===== src/rtl/traffic_endpoint.sv =====
module traffic_endpoint #(
  parameter int NODE_W = 4,
  parameter int TIME_W = 32,
  parameter int PER_W  = 16,
  parameter int CNT_W  = 32
) (
  input  logic              clk,
  input  logic              rst_n,
  input  logic              clr,
  input  logic              tick,
  input  logic [TIME_W-1:0] sim_time,
  input  logic [NODE_W-1:0] node_id,
  input  logic [PER_W-1:0]  cfg_period,
  input  logic [NODE_W-1:0] cfg_dest,
  input  logic              q_full,
  output logic              inj_valid,
  output logic [NODE_W-1:0] inj_dest,
  output logic [TIME_W-1:0] inj_stamp,
  input  logic              rx_valid,
  input  logic [NODE_W-1:0] rx_dest,
  input  logic [TIME_W-1:0] rx_stamp,
  output logic              rx_misroute,
  input  logic [1:0]        rd_sel,
  output logic [CNT_W-1:0]  rd_data
);
  localparam logic [CNT_W-1:0] CMAX = {CNT_W{1'b1}};

  logic [PER_W-1:0]  phase;
  logic              pend;
  logic              gen;
  logic              rx_hit;
  logic [CNT_W-1:0]  cnt_inj, cnt_rx, lat_sum;
  logic [TIME_W-1:0] delta;
  logic [CNT_W:0]    sum_wide;

  assign gen       = tick && (cfg_period != '0) && (phase >= cfg_period - 1'b1);
  assign inj_valid = pend && !q_full;
  assign rx_hit    = rx_valid && (rx_dest == node_id);
  assign delta     = sim_time - rx_stamp;
  assign sum_wide  = {1'b0, lat_sum} + (CNT_W+1)'(delta);

  always_ff @(posedge clk) begin
    if (!rst_n || clr) phase <= '0;
    else if (tick) begin
      if (cfg_period == '0 || gen) phase <= '0;
      else                         phase <= phase + 1'b1;
    end
  end

  always_ff @(posedge clk) begin
    if (!rst_n || clr) begin
      pend      <= 1'b0;
      inj_stamp <= '0;
      inj_dest  <= '0;
    end else if (gen && (!pend || inj_valid)) begin
      pend      <= 1'b1;
      inj_stamp <= sim_time;
      inj_dest  <= cfg_dest;
    end else if (inj_valid) begin
      pend <= 1'b0;
    end
  end

  always_ff @(posedge clk) begin
    if (!rst_n || clr) begin
      cnt_inj     <= '0;
      cnt_rx      <= '0;
      lat_sum     <= '0;
      rx_misroute <= 1'b0;
    end else begin
      rx_misroute <= rx_valid && !rx_hit;
      if (inj_valid && cnt_inj != CMAX) cnt_inj <= cnt_inj + 1'b1;
      if (rx_hit) begin
        if (cnt_rx != CMAX) cnt_rx <= cnt_rx + 1'b1;
        lat_sum <= sum_wide[CNT_W] ? CMAX : sum_wide[CNT_W-1:0];
      end
    end
  end

  always_comb begin
    case (rd_sel)
      2'd0:    rd_data = cnt_inj;
      2'd1:    rd_data = cnt_rx;
      2'd2:    rd_data = lat_sum;
      default: rd_data = '0;
    endcase
  end

  p_monotonic_r9: assert property (@(posedge clk) disable iff (!rst_n)
    !clr |=> (cnt_inj >= $past(cnt_inj)) && (cnt_rx >= $past(cnt_rx)) && (lat_sum >= $past(lat_sum)));

  p_full_blocks_r5: assert property (@(posedge clk) disable iff (!rst_n)
    q_full |-> !inj_valid);

  p_stamp_hold_r5: assert property (@(posedge clk) disable iff (!rst_n)
    (pend && q_full && !clr) |=> pend && $stable(inj_stamp));

  p_off_r4: assert property (@(posedge clk) disable iff (!rst_n)
    (cfg_period == '0 && !pend) |=> !pend);

  p_misroute_r8: assert property (@(posedge clk) disable iff (!rst_n)
    (rx_valid && rx_dest != node_id && !clr) |=> rx_misroute && $stable(cnt_rx) && $stable(lat_sum));
endmodule


===== config.mk =====
export PLATFORM = sky130hd
export DESIGN_NAME = traffic_endpoint
export DESIGN_NICKNAME = d
export VERILOG_FILES = /design/src/rtl/traffic_endpoint.sv
export SDC_FILE = /design/constraint.sdc
export NUM_CORES = 1
export LEC_CHECK = 0
export ABC_AREA = 0
export BUFFER_PORTS_ARGS = -buffer_cell sky130_fd_sc_hd__buf_2
export CORE_AREA = 10 10 122 179
export DETAILED_ROUTE_END_ITERATION = 12
export DIE_AREA = 0 0 132 189
export PLACE_DENSITY = 0.8
export SKIP_LAST_GASP = 1
export SLEW_MARGIN = 40
export SYNTH_ARGS = -nofsm -noshare
export SYNTH_HDL_FRONTEND = slang
export SYNTH_SLANG_ARGS = --single-unit

===== constraint.sdc =====
create_clock -name clk -period 6 [get_ports clk]
set_clock_uncertainty 0.1 [all_clocks]
set_input_delay 0.9 -clock clk [delete_from_list [all_inputs] [get_ports clk]]
set_output_delay 0.9 -clock clk [all_outputs]
set_load 0.05 [all_outputs]

; Word-level counts from Yosys, hierarchy flattened
; Cells that the tools add are included.
[word_totals]
register_bits = 150
inputBits = 100
output_inout_bits = 70
wordCells = 44
[classes]
n_eq_ne = 5
order_cmp = 1
n_addsub = 6
reduce_logical = 19
muxes = 5
[op_table]
columns = operator, count
row1 = one-hot mux 32 bit (3 select lines), 1
row2 = adder 32 x 1 -> 32 bit (second input constant), 2
row3 = inequality test 32 bit (second input constant), 2
row4 = adder 32 x 32 -> 33 bit, 1
row5 = two-way mux 32 bit, 1
row6 = subtractor 32 bit, 1
row7 = adder 16 x 1 -> 16 bit (second input constant), 1
row8 = >= comparator 16 bit, 1
row9 = zero test 16 bit, 1
row10 = two-way mux 16 bit, 1
row11 = nonzero test 16 bit, 1
row12 = subtractor 16 x 1 -> 16 bit (second input constant), 1
row13 = logical AND 1 bit, 7
row14 = equality test 4 bit, 1
row15 = zero test 1 bit, 4
row16 = logical OR 1 bit, 3
row17 = equality test 2 x 1 -> 1 bit (second input constant), 1
row18 = equality test 2 bit (second input constant), 1
row19 = zero test 2 bit, 1
row20 = two-way mux 1 bit, 2
row21 = AND reduction 2 bit, 1
row22 = nonzero test 2 bit, 1

; Logic depth before layout (Yosys ltp)
; Gate-level depths: netlist (run 1).
[logic_depth]
ltp_word = 5
depth_mapped = 23

; Least setup slack after synthesis (run 1)
; OpenSTA, ideal clock, no wires.
[synth_timing]
path_type = input port to flip-flop
from = in sim_time[0]
to = reg lat_sum[10]
path_stages = 23
slack_ps = 1043
arrival_ps = 4735
setup_time_ps = 122
path_cell_list = inv_1 -> ha_1 -> inv_1 -> fa_1 -> a211oi_1 -> o21ai_0 -> and3_1 -> nor2_1 -> o31a_1 -> o21a_1 -> o21bai_1 -> a21oi_1 -> xnor2_1 -> ha_1 -> a21o_1 -> a21o_1 -> nand3_1 -> o31ai_1 -> a211oi_1 -> o21ai_0 -> a211oi_2 -> buf_2 -> a21oi_1
[synth_between]
elab_chain_cells = 3
[synth_lines]
columns = element, line_no
row1 = from (decl), 11  ; input logic [TIME_W-1:0] sim_time,
row2 = subtractor 32 bit, 39  ; assign delta = sim_time - rx_stamp;
row3 = adder 32 x 32 -> 33 bit, 40  ; assign sum_wide = {1'b0, lat_sum} + (CNT_W+1)'(delta);
row4 = two-way mux 32 bit, 75  ; lat_sum <= sum_wide[CNT_W] ? CMAX : sum_wide[CNT_W-1:0];
row5 = to (signal assigned), 75
row6 = to (decl), 32  ; logic [CNT_W-1:0] cnt_inj, cnt_rx, lat_sum;
; Every way passes these cells.
; A chain may end at the register's enable or synchronous reset.

; Worst setup path in the final report (run 1)
[layout_timing]
from = in sim_time[0]
to = reg lat_sum[28]
; Same word-level chain as after synthesis.

==> results of run 1 <==
area by class of cell:
class / count / area, um2 / share of cell area, %
clock inverter: 13 / 108 / 0.894
tap: 252 / 315 / 2.62
timing repair buffer: 173 / 882 / 7.33
clock buffer: 19 / 443 / 3.68
inverter: 57 / 214 / 1.78
sequential: 150 / 3000 / 24.9
multi-input combinational: 1090 / 7080 / 58.8
flip-flops by register name, summed over array words and instances (netlist names):
signal and flops:
phase 16, cnt_rx 32, inj_dest 4, inj_stamp 32, pend 1, lat_sum 32, rx_misroute 1, cnt_inj 32
worst paths after layout:
| check | startpoint | endpoint | slack (ns) | cells past startpoint |
|---|---|---|---|---|
| worst max register to register | lat_sum[0]$_SDFFE_PP0P_ | lat_sum[28]$_SDFFE_PP0P_ | 2.63 | 12 |
| worst min register to register | inj_stamp[26]$_SDFFE_PP0P_ | inj_stamp[26]$_SDFFE_PP0P_ | 0.35 | 2 |
| worst max-delay path | sim_time[0] | lat_sum[28]$_SDFFE_PP0P_ | 0.74 | 24 |
| worst min-delay path | inj_stamp[26]$_SDFFE_PP0P_ | inj_stamp[26]$_SDFFE_PP0P_ | 0.35 | 2 |
cells in the mapped netlist (3+ instances only):
library cell               number
sky130_fd_sc_hd__buf_6          6
sky130_fd_sc_hd__clkbuf_1      44
sky130_fd_sc_hd__dfxtp_1      150
sky130_fd_sc_hd__buf_2          6
sky130_fd_sc_hd__mux2i_1       33
sky130_fd_sc_hd__nor4_1         7
sky130_fd_sc_hd__nor3_1        18
sky130_fd_sc_hd__a311oi_1       3
sky130_fd_sc_hd__inv_1         57
sky130_fd_sc_hd__a211oi_1       9
sky130_fd_sc_hd__nand2_1      148
sky130_fd_sc_hd__o31ai_1        4
sky130_fd_sc_hd__a21o_1        41
sky130_fd_sc_hd__a211oi_2       3
sky130_fd_sc_hd__o21ai_0      137
sky130_fd_sc_hd__and2_1        11
sky130_fd_sc_hd__nand3_1       80
sky130_fd_sc_hd__a31oi_1        6
sky130_fd_sc_hd__o21bai_1       9
sky130_fd_sc_hd__a41oi_1        3
sky130_fd_sc_hd__and3_1        12
sky130_fd_sc_hd__nor2_1       115
sky130_fd_sc_hd__nand4_1       29
sky130_fd_sc_hd__or3_1         13
sky130_fd_sc_hd__nor3_2         3
sky130_fd_sc_hd__nand2b_1      10
sky130_fd_sc_hd__o21ai_1        4
sky130_fd_sc_hd__xor2_1        74
sky130_fd_sc_hd__a21oi_1      103
sky130_fd_sc_hd__and4_1        10
sky130_fd_sc_hd__nor2b_1        7
sky130_fd_sc_hd__ha_1          86
sky130_fd_sc_hd__o21a_1        11
sky130_fd_sc_hd__xnor2_1       67
where the power goes:
group / switching [mW] / internal, mW / total, mW
combinational: 0.300 / 0.209 / 0.510
sequential: 0.00391 / 0.999 / 1.00
clock: 0.437 / 0.577 / 1.01
through the flow:
step	cells	instance area, um2
5_1_grt	1754	12000
4_1_cts	1754	12000
3_5_place_dp	1722	11500
3_3_place_gp	1722	11500
6_report	1754	12000
2_1_floorplan	1353	10500
cell families after synthesis:
logic type / after synthesis
AND/OR/NAND/NOR: 476
adder cells (fa/ha/maj): 88
XOR/XNOR: 141
buffers and inverters: 113
flip-flops: 150
multiplexers: 34
AO/OA/AOI/OAI: 351
critical path: cells and delay by family:
kind / cells / cell delay [ns]
compound gates: 13 / 2.46
fa+ha+maj: 3 / 0.92
buf+inv: 4 / 0.56
simple gates: 3 / 0.47
xor+xnor: 1 / 0.14
metal layers:
layer	share of wire (%)	vias up
met5	0	-
met4	3.2	0
met3	5.6	56
met2	51	256
met1	40	4588
li1	-	5039
==> flow_summary.rst, run 1 <==
.. list-table::
   :header-rows: 1

   * - Metric
     - Value
   * - Slew of the pin with the lowest slew margin
     - roughly 0.77 ns
   * - Synthesized area divided by synthesized cell count
     - between 7 and 8 um2
   * - TritonCTS Buffers
     - 17
   * - Kind of capture point of the worst setup path
     - flop
   * - Fraction of the mapped netlist area in simple logic gates
     - between 20 and 25%
   * - Maximum capacitance violations
     - 0
   * - Top Ports
     - 170
   * - Final Net Count
     - 1677
   * - Setup-violating endpoint count in the final report
     - 0
   * - Placer's final routability congestion estimate
     - about 0.91
   * - Total Routed Length
     - between 20000 and 30000 um
   * - Number of failing hold endpoints at the final stage
     - 0
   * - Post-synthesis instance area
     - roughly 0.011 mm2
   * - CTS H-tree depth
     - 4
   * - Fill cell total of the finished layout
     - approximately 1700
   * - Iteration-0 DRC count of the detailed router
     - around 470
   * - Post-synthesis mux area share
     - under 10%
   * - Met3 track demand over resource
     - 5.62%
   * - Met1 track demand over resource
     - ~23%
   * - Remaining design rule violation count
     - 0
   * - Mapped Cells
     - ~1400
   * - CP startpoint kind
     - input port
   * - Layout cells sized above 1
     - between 10% and 20%
   * - GR peak layer
     - met2
   * - Clock latency reported for the late side of the worst-skew pair
     - 0.43 ns
   * - IO buf count
     - around 170
   * - Hold Buf Count CTS
     - 0
   * - Top FF cell, synth
     - sky130_fd_sc_hd__dfxtp_1
   * - Total number of clock tree sinks
     - 150
   * - Pwr per Cell Area
     - about 210 mW/mm2
   * - CTS tree
     - yes
   * - Dominant combinational cell family by area after synthesis
     - simple AND/OR/NAND/NOR gates
   * - Library cell occupying the most area in the post-synthesis netlist
     - sky130_fd_sc_hd__dfxtp_1
   * - Vias/cell
     - between 5 and 6
   * - Global-route met2 utilization
     - about two fifths
   * - Clock-pin slew on the worst setup and hold paths
     - roughly 0.06 ns
   * - Stage delay of the slowest cell on the critical path
     - 0.42 ns
   * - Worst slack at placement
     - between 0.3 and 0.4 ns
   * - Data arrival time of the critical path
     - 5.46 ns
   * - Post-synth top area share
     - 28.5%
   * - Achievable clock frequency
     - around 0.19 GHz
   * - Number of placement rows
     - ~60
   * - Number of cells upsized or downsized after cts
     - 0
   * - Worst max-slew margin expressed relative to the limit
     - approximately half
   * - Xor-xnor portion of the synthesized cell area
     - 11.7%
   * - EDFF count, synth
     - 0
   * - Part of the Yosys area used for sequential elements
     - 28.5%
   * - Number of pins with negative max-slew slack in the final report
     - 0
   * - Unique cell type count in the Yosys netlist
     - between 50 and 60
   * - Type of the most critical hold path
     - flop to flop
   * - Final design utilization
     - about 65%
   * - Number of setup buffers added after CTS
     - 0
   * - Starting Density
     - a little under three fifths
   * - Number of warning messages in the yosys log
     - 0
   * - DIE HEIGHT
     - 189 um
   * - Fraction of the mapped netlist area in adder cells
     - approximately a tenth
   * - Final worst setup slack
     - ~0.74 ns
   * - Required time at the endpoint of the critical path
     - between 6 and 7 ns
   * - Ant. Diodes
     - 0
   * - GRT overflow
     - 0
   * - Setup CP Type
     - input port to flop
   * - Number of storage elements in the synthesis netlist
     - 150
   * - Die footprint
     - roughly 0.025 mm2
   * - Post-detailed-placement half-perimeter wirelength
     - ~21000 um
   * - Initial antenna violation count
     - 0
   * - Pin count of the biggest net entering global routing
     - around 110
   * - Area added between synthesis and finish
     - 14.3%
   * - Sequence of cells on the critical path
     - buf_2 -> inv_1 -> ha_1 -> inv_1 -> fa_1 -> a211oi_1 -> o21ai_0 -> and3_1 -> nor2_1 -> o31a_1 -> o21a_1 -> o21bai_1 -> a21oi_1 -> xnor2_1 -> ha_1 -> a21o_1 -> a21o_1 -> nand3_1 -> o31ai_1 -> a211oi_1 -> o21ai_0 -> a211oi_2 -> buf_4 -> a21oi_1
   * - Number of global-route vias before repair
     - 9992
   * - Synth area leaders
     - sky130_fd_sc_hd__dfxtp_1 (28%), sky130_fd_sc_hd__ha_1 (10%), sky130_fd_sc_hd__o21ai_0 (6.5%), sky130_fd_sc_hd__xor2_1 (6.2%), sky130_fd_sc_hd__xnor2_1 (5.6%)
   * - Max Fanout on Critical Path
     - 32
   * - WL per Instance
     - roughly 16 um
   * - Root buffer selected by CTS
     - sky130_fd_sc_hd__clkbuf_16
   * - Setup tns final
     - 0 ns
   * - Core outline area
     - 0.0185 mm2
   * - Total chip power
     - 2.53 mW
   * - Most common cell after layout, fill and taps aside
     - sky130_fd_sc_hd__buf_2
   * - First-pass GRT wire length
     - about 46000 um
   * - Unrepaired setup endpoints after global routing
     - no
   * - Net count after synthesis
     - ~1500
   * - Worst Hold Margin
     - 0.355 ns
   * - CTS max path bufs
     - 2
   * - Clock period minus worst slack
     - between 5 and 6 ns
   * - Total global-route track usage
     - a little over a fifth
   * - Synthesized-area fraction occupied by ao, oa, aoi and oai cells
     - between 10% and 20%
   * - Status
     - complete, no violations
   * - Period utilization
     - 87.7%
   * - Overall via count from detail_route
     - a little under 10000
   * - Leading cell types in the layout, fill and taps excluded
     - sky130_fd_sc_hd__buf_2 (168), sky130_fd_sc_hd__dfxtp_1 (150), sky130_fd_sc_hd__nand2_1 (148), sky130_fd_sc_hd__o21ai_0 (137), sky130_fd_sc_hd__nor2_1 (115)
   * - Width of the die
     - 132 um
   * - Synth async-reset ratio
     - 0%
   * - Worst supply voltage drop on vdd
     - roughly 0.13 mV
   * - Number of nets still failing antenna checks after routing
     - 0
   * - Leakage dissipation
     - approximately 5.3 nW
   * - Highest-delay cell along the critical path
     - sky130_fd_sc_hd__fa_1
   * - Number of detailed-route iterations in the first pass
     - 5
Note: power is estimated with default switching activity, not from simulation.
==> run 2, diff against run 1 <==
--- a/config.mk
+++ b/config.mk
@@ -8,6 +8,7 @@
 export ABC_AREA = 0
 export BUFFER_PORTS_ARGS = -buffer_cell sky130_fd_sc_hd__buf_2
 export CORE_AREA = 10 10 122 179
+export CTS_BUF_LIST = sky130_fd_sc_hd__clkbuf_16
 export DETAILED_ROUTE_END_ITERATION = 12
 export DIE_AREA = 0 0 132 189
 export PLACE_DENSITY = 0.8
==> flow_summary.rst, run 2 (synthesized netlist as in run 1, its figures left out) <==
.. list-table::
   :header-rows: 1

   * - Metric
     - Value
   * - Total number of clock tree sinks
     - 150
   * - Clock-pin slew on the worst setup and hold paths
     - 0.06 ns
   * - Setup tns final
     - 0 ns
   * - Worst max-slew margin expressed relative to the limit
     - 48.7%
   * - Number of cells upsized or downsized after cts
     - 0
   * - Total chip power
     - between 2 and 3 mW
   * - Ant. Diodes
     - 0
   * - Startpoint of the lowest-slack register-to-register path
     - lat_sum[0]$_SDFFE_PP0P_
   * - Top Ports
     - 170
   * - Leakage dissipation
     - around 5.3 nW
   * - Number of pins with negative max-slew slack in the final report
     - 0
   * - Highest-delay cell along the critical path
     - sky130_fd_sc_hd__fa_1
   * - IO buf count
     - around 170
   * - Number of detailed-route iterations in the first pass
     - 5
   * - Kind of capture point of the worst setup path
     - flop
   * - Slew of the pin with the lowest slew margin
     - 0.763 ns
   * - Number of setup buffers added after CTS
     - 0
   * - Worst slack at placement
     - between 0.3 and 0.4 ns
   * - Achievable clock frequency
     - roughly 0.19 GHz
   * - Clock period minus worst slack
     - about 5.3 ns
   * - CTS max path bufs
     - 2
   * - Layout cells sized above 1
     - between 10 and 15%
   * - TritonCTS Buffers
     - 17
   * - Remaining design rule violation count
     - 0
   * - Vias/cell
     - 5.67
   * - Period utilization
     - ~88%
   * - Core outline area
     - approximately 0.019 mm2
   * - Final worst setup slack
     - 0.740 ns
   * - Status
     - complete, no violations
   * - GRT overflow
     - 0
   * - Placer's final routability congestion estimate
     - 0.914
   * - Leading cell types in the layout, fill and taps excluded
     - sky130_fd_sc_hd__buf_2 (168), sky130_fd_sc_hd__dfxtp_1 (150), sky130_fd_sc_hd__nand2_1 (148), sky130_fd_sc_hd__o21ai_0 (137), sky130_fd_sc_hd__nor2_1 (115)
   * - Most common cell after layout, fill and taps aside
     - sky130_fd_sc_hd__buf_2
   * - Total global-route track usage
     - a little over a fifth
   * - Overall via count from detail_route
     - just under 10000
   * - CTS tree
     - yes
   * - Data arrival time of the critical path
     - 5.46 ns
   * - Number of global-route vias before repair
     - approximately 10000
   * - Post-place instance area
     - 0.0115 mm2
   * - Setup crit start
     - sim_time[0]
   * - Stage delay of the slowest cell on the critical path
     - about 0.42 ns
   * - Worst setup slack for register-to-register paths
     - approximately 2.6 ns
   * - Number of nets still failing antenna checks after routing
     - 0
   * - CP startpoint kind
     - input port
   * - Buffering stage count on the worst path with inverters included
     - 4
   * - WL per Instance
     - about 16 um
   * - DIE HEIGHT
     - 189 um
   * - Family of cells with the greatest summed delay on the critical path
     - compound AO/OA/AOI/OAI gates
   * - Final Net Count
     - ~1700
   * - Worst supply voltage drop on vdd
     - between 0.1 and 0.15 mV
   * - Final design utilization
     - approximately two thirds
   * - First-pass GRT wire length
     - 45900 um
   * - Maximum capacitance violations
     - 0
   * - Hold Buf Count CTS
     - 0
   * - Die footprint
     - ~0.025 mm2
   * - Starting Density
     - a little under three fifths
   * - Width of the die
     - 132 um
   * - Number of placement rows
     - 61
   * - Required time at the endpoint of the critical path
     - approximately 6.2 ns
   * - Unrepaired setup endpoints after global routing
     - no
   * - Pin count of the biggest net entering global routing
     - roughly 110
   * - Number of cells in the finished layout apart from fillers
     - 1754
   * - Setup-violating endpoint count in the final report
     - 0
   * - Root buffer selected by CTS
     - sky130_fd_sc_hd__clkbuf_16
   * - Clock latency reported for the late side of the worst-skew pair
     - ~0.43 ns
   * - Iteration-0 DRC count of the detailed router
     - 470
   * - CTS H-tree depth
     - 4
   * - Number of failing hold endpoints at the final stage
     - 0
   * - Total Routed Length
     - between 20000 and 30000 um
   * - Worst hold path startpoint
     - inj_stamp[26]$_SDFFE_PP0P_
   * - Pwr per Cell Area
     - 209 mW/mm2
   * - Type of the most critical hold path
     - flop to flop
   * - Max Fanout on Critical Path
     - 32
   * - Initial antenna violation count
     - 0
   * - Worst Hold Margin
     - 0.355 ns
   * - Final cell area excluding filler cells
     - roughly 0.012 mm2
   * - Post-detailed-placement half-perimeter wirelength
     - between 20000 and 25000 um
   * - Sequence of cells on the critical path
     - buf_2 -> inv_1 -> ha_1 -> inv_1 -> fa_1 -> a211oi_1 -> o21ai_0 -> and3_1 -> nor2_1 -> o31a_1 -> o21a_1 -> o21bai_1 -> a21oi_1 -> xnor2_1 -> ha_1 -> a21o_1 -> a21o_1 -> nand3_1 -> o31ai_1 -> a211oi_1 -> o21ai_0 -> a211oi_2 -> buf_4 -> a21oi_1
   * - Setup CP Type
     - input port to flop
   * - DP Cell Count
     - roughly 1700
   * - Area added between synthesis and finish
     - 14.2%
run 2: worst paths after layout:
path                                              endpoint  depth (start not counted)
worst min-delay path            inj_stamp[26]$_SDFFE_PP0P_                          2
worst min register to register  inj_stamp[26]$_SDFFE_PP0P_                          2
worst max-delay path               lat_sum[5]$_SDFFE_PP0P_                         24
worst max register to register     lat_sum[5]$_SDFFE_PP0P_                         12
run 2: per-layer routing:
| layer | vias to the layer above | routed length, um | global-route usage (%) |
|---|---|---|---|
| met1 | 4594 | 11000 | 23.0 |
| met5 | - | 0 | 0 |
| met4 | 0 | 843 | 9.27 |
| met2 | 255 | 13900 | 39.2 |
| met3 | 58 | 1560 | 5.62 |
| li1 | 5040 | - | - |
run 2: tightest hold or removal path: cells and delay by family (launching register included):
| family | cells | cell delay, ns |
|---|---|---|
| simple gates | 1 | 0.05 |
| flops | 1 | 0.31 |
| compound gates | 1 | 0.05 |
run 2: report_power, final:
group	switching (mW)	internal [mW]
combinational	0.300	0.209
sequential	0.00389	0.999
clock	0.437	0.563
run 2: area by class of cell:
class / instances / area [um2]
clock buffer: 17 / 425
multi-input combinational: 1090 / 7080
sequential: 150 / 3000
inverter: 57 / 214
timing repair buffer: 173 / 882
fill: 1663 / 6520
clock inverter: 15 / 115
tap: 252 / 315
==> run 3, diff against run 2 <==
--- a/config.mk
+++ b/config.mk
@@ -7,11 +7,10 @@
 export LEC_CHECK = 0
 export ABC_AREA = 0
 export BUFFER_PORTS_ARGS = -buffer_cell sky130_fd_sc_hd__buf_2
-export CORE_AREA = 10 10 122 179
+export CORE_AREA = 10 10 153 226
 export CTS_BUF_LIST = sky130_fd_sc_hd__clkbuf_16
 export DETAILED_ROUTE_END_ITERATION = 12
-export DIE_AREA = 0 0 132 189
-export PLACE_DENSITY = 0.8
+export DIE_AREA = 0 0 163 236
 export SKIP_LAST_GASP = 1
 export SLEW_MARGIN = 40
 export SYNTH_ARGS = -nofsm -noshare
==> flow_summary.rst, run 3 (synthesized netlist as in run 1, its figures left out) <==
.. list-table::
   :header-rows: 1

   * - Metric
     - Value
   * - CTS H-tree depth
     - 4
   * - Post-detailed-placement half-perimeter wirelength
     - 23300 um
   * - Max Fanout on Critical Path
     - 32
   * - Clock latency reported for the late side of the worst-skew pair
     - 0.44 ns
   * - Most common cell after layout, fill and taps aside
     - sky130_fd_sc_hd__buf_2
   * - Total chip power
     - between 2 and 3 mW
   * - Leakage dissipation
     - 5.30 nW
   * - Setup-violating endpoint count in the final report
     - 0
   * - TritonCTS Buffers
     - 17
   * - Final design utilization
     - between 40% and 50%
   * - Pwr per Cell Area
     - 211 mW/mm2
   * - Status
     - complete, no violations
   * - Width of the die
     - between 150 and 200 um
   * - Top Ports
     - between 150 and 200
   * - Remaining design rule violation count
     - 0
   * - Setup tns final
     - 0 ns
   * - Number of nets still failing antenna checks after routing
     - 0
   * - Area added between synthesis and finish
     - 16.5%
   * - Period utilization
     - roughly 86%
   * - Achievable clock frequency
     - slightly below 0.2 GHz
   * - Worst max-slew margin expressed relative to the limit
     - 48.3%
   * - Worst hold path stage count
     - 2
   * - Fill cell total of the finished layout
     - 3252
   * - Initial antenna violation count
     - 0
   * - Kind of capture point of the worst setup path
     - flop
   * - Number of setup buffers added after CTS
     - 0
   * - Total number of clock tree sinks
     - 150
   * - Data arrival time of the critical path
     - about 5.4 ns
   * - Number of failing hold endpoints at the final stage
     - 0
   * - Number of global-route vias before repair
     - 10000
   * - Vias/cell
     - slightly above 5
   * - Starting Density
     - between 30% and 40%
   * - Number of detailed-route iterations in the first pass
     - 5
   * - Required time at the endpoint of the critical path
     - 6.21 ns
   * - Unrepaired setup endpoints after global routing
     - no
   * - GRT overflow
     - 0
   * - First-pass GRT wire length
     - about 49000 um
   * - Total global-route track usage
     - between 10% and 20%
   * - IO buf count
     - roughly 170
   * - Ant. Diodes
     - 0
   * - Number of placement rows
     - 79
   * - Clock period minus worst slack
     - 5.19 ns
   * - Leading cell types in the layout, fill and taps excluded
     - sky130_fd_sc_hd__buf_2 (168), sky130_fd_sc_hd__dfxtp_1 (150), sky130_fd_sc_hd__nand2_1 (148), sky130_fd_sc_hd__o21ai_0 (137), sky130_fd_sc_hd__nor2_1 (115)
   * - Maximum capacitance violations
     - 0
   * - Overall via count from detail_route
     - 9706
   * - Placer's final routability congestion estimate
     - 0.853
   * - Root buffer selected by CTS
     - sky130_fd_sc_hd__clkbuf_16
   * - Total Routed Length
     - around 30000 um
   * - Setup CP Type
     - input port to flop
   * - Hold Buf Count CTS
     - 0
   * - Clock-pin slew on the worst setup and hold paths
     - about 0.06 ns
   * - Depth of the worst register-to-register path
     - 12
   * - Worst supply voltage drop on vdd
     - around 0.20 mV
   * - DIE HEIGHT
     - about 240 um
   * - CP startpoint kind
     - input port
   * - Number of pins with negative max-slew slack in the final report
     - 0
   * - Number of cells upsized or downsized after cts
     - 0
   * - WL per Instance
     - ~15 um
   * - Die footprint
     - 0.0385 mm2
   * - Core outline area
     - ~0.03 mm2
   * - Pin count of the biggest net entering global routing
     - roughly 110
   * - Layout cells sized above 1
     - around 15%
   * - Type of the most critical hold path
     - flop to flop
   * - Iteration-0 DRC count of the detailed router
     - around 380
   * - Slew of the pin with the lowest slew margin
     - a little under 0.8 ns
   * - CTS max path bufs
     - 2
   * - CTS tree
     - yes
   * - Final Net Count
     - about 1700
run 3: cell types whose count changed in the layout (fill, tap and decap cells not counted), sizes merged:
cell / before / now
inv: 59 / 60
clkinvlp: 4 / 3
clkinv: 8 / 6
bufinv: 1 / 2
run 3: final cells by class:
| class | count | area, um2 | share of cell area, % |
|---|---|---|---|
| clock inverters | 14 | 154 | 1.25 |
| multi-input cells | 1090 | 7080 | 57.7 |
| flip-flops and latches | 150 | 3000 | 24.5 |
| inverters | 57 | 214 | 1.74 |
| well taps | 405 | 507 | 4.13 |
| repair buffers | 173 | 895 | 7.29 |
| clock buffers | 17 | 425 | 3.47 |
run 3: stage by stage:
stage                     setup slack (ns)  std cells  hold slack (ns)  cell area [um2]
final                                0.810       1906            0.357            12300
after global routing                 0.316       1906            0.381            12300
after CTS                            0.823       1906            0.360            12300
after detailed placement             0.406       1875            0.349            11700
after global placement               0.454       1874            0.343            11700
after floorplan                       1.04       1353            0.366            10500
run 3: worst paths after layout:
| path | from | end | slack, ns |
|---|---|---|---|
| worst max register to register | lat_sum[0]$_SDFFE_PP0P_ | lat_sum[5]$_SDFFE_PP0P_ | 2.65 |
| worst min-delay path | inj_stamp[25]$_SDFFE_PP0P_ | inj_stamp[25]$_SDFFE_PP0P_ | 0.36 |
| worst min register to register | inj_stamp[25]$_SDFFE_PP0P_ | inj_stamp[25]$_SDFFE_PP0P_ | 0.36 |
| worst max-delay path | sim_time[0] | lat_sum[5]$_SDFFE_PP0P_ | 0.81 |
run 3: layer usage:
layer  global-route usage (%)  vias to the layer above  routed length, um
li1                         -                     5037                  -
met1                     16.7                     4428              12200
met2                     28.2                      203              15100
met3                     3.70                       38               1480
met4                     5.37                        0                680
met5                        0                        -                  0
run 3: critical path: stages:
cell and delay [ns]:
sky130_fd_sc_hd__buf_2 0.09, sky130_fd_sc_hd__inv_1 0.06, sky130_fd_sc_hd__ha_1 0.17, sky130_fd_sc_hd__inv_1 0.05
sky130_fd_sc_hd__fa_1 0.42, sky130_fd_sc_hd__a211oi_1 0.27, sky130_fd_sc_hd__o21ai_0 0.19, sky130_fd_sc_hd__and3_1 0.22
sky130_fd_sc_hd__nor2_1 0.17, sky130_fd_sc_hd__o31a_1 0.21, sky130_fd_sc_hd__o21a_1 0.22, sky130_fd_sc_hd__o21bai_1 0.09
sky130_fd_sc_hd__a21oi_1 0.18, sky130_fd_sc_hd__xnor2_1 0.14, sky130_fd_sc_hd__ha_1 0.29, sky130_fd_sc_hd__a21o_1 0.18
sky130_fd_sc_hd__a21o_1 0.20, sky130_fd_sc_hd__nand3_1 0.08, sky130_fd_sc_hd__o31ai_1 0.08, sky130_fd_sc_hd__a211oi_1 0.31
sky130_fd_sc_hd__o21ai_0 0.15, sky130_fd_sc_hd__a211oi_2 0.23, sky130_fd_sc_hd__buf_4 0.34, sky130_fd_sc_hd__a21oi_1 0.12
run 3: power breakdown:
group | switching, mW | internal (mW)
clock | 0.466 | 0.614
sequential | 0.00387 | 0.999
combinational | 0.304 | 0.209
total | 0.773 | 1.82
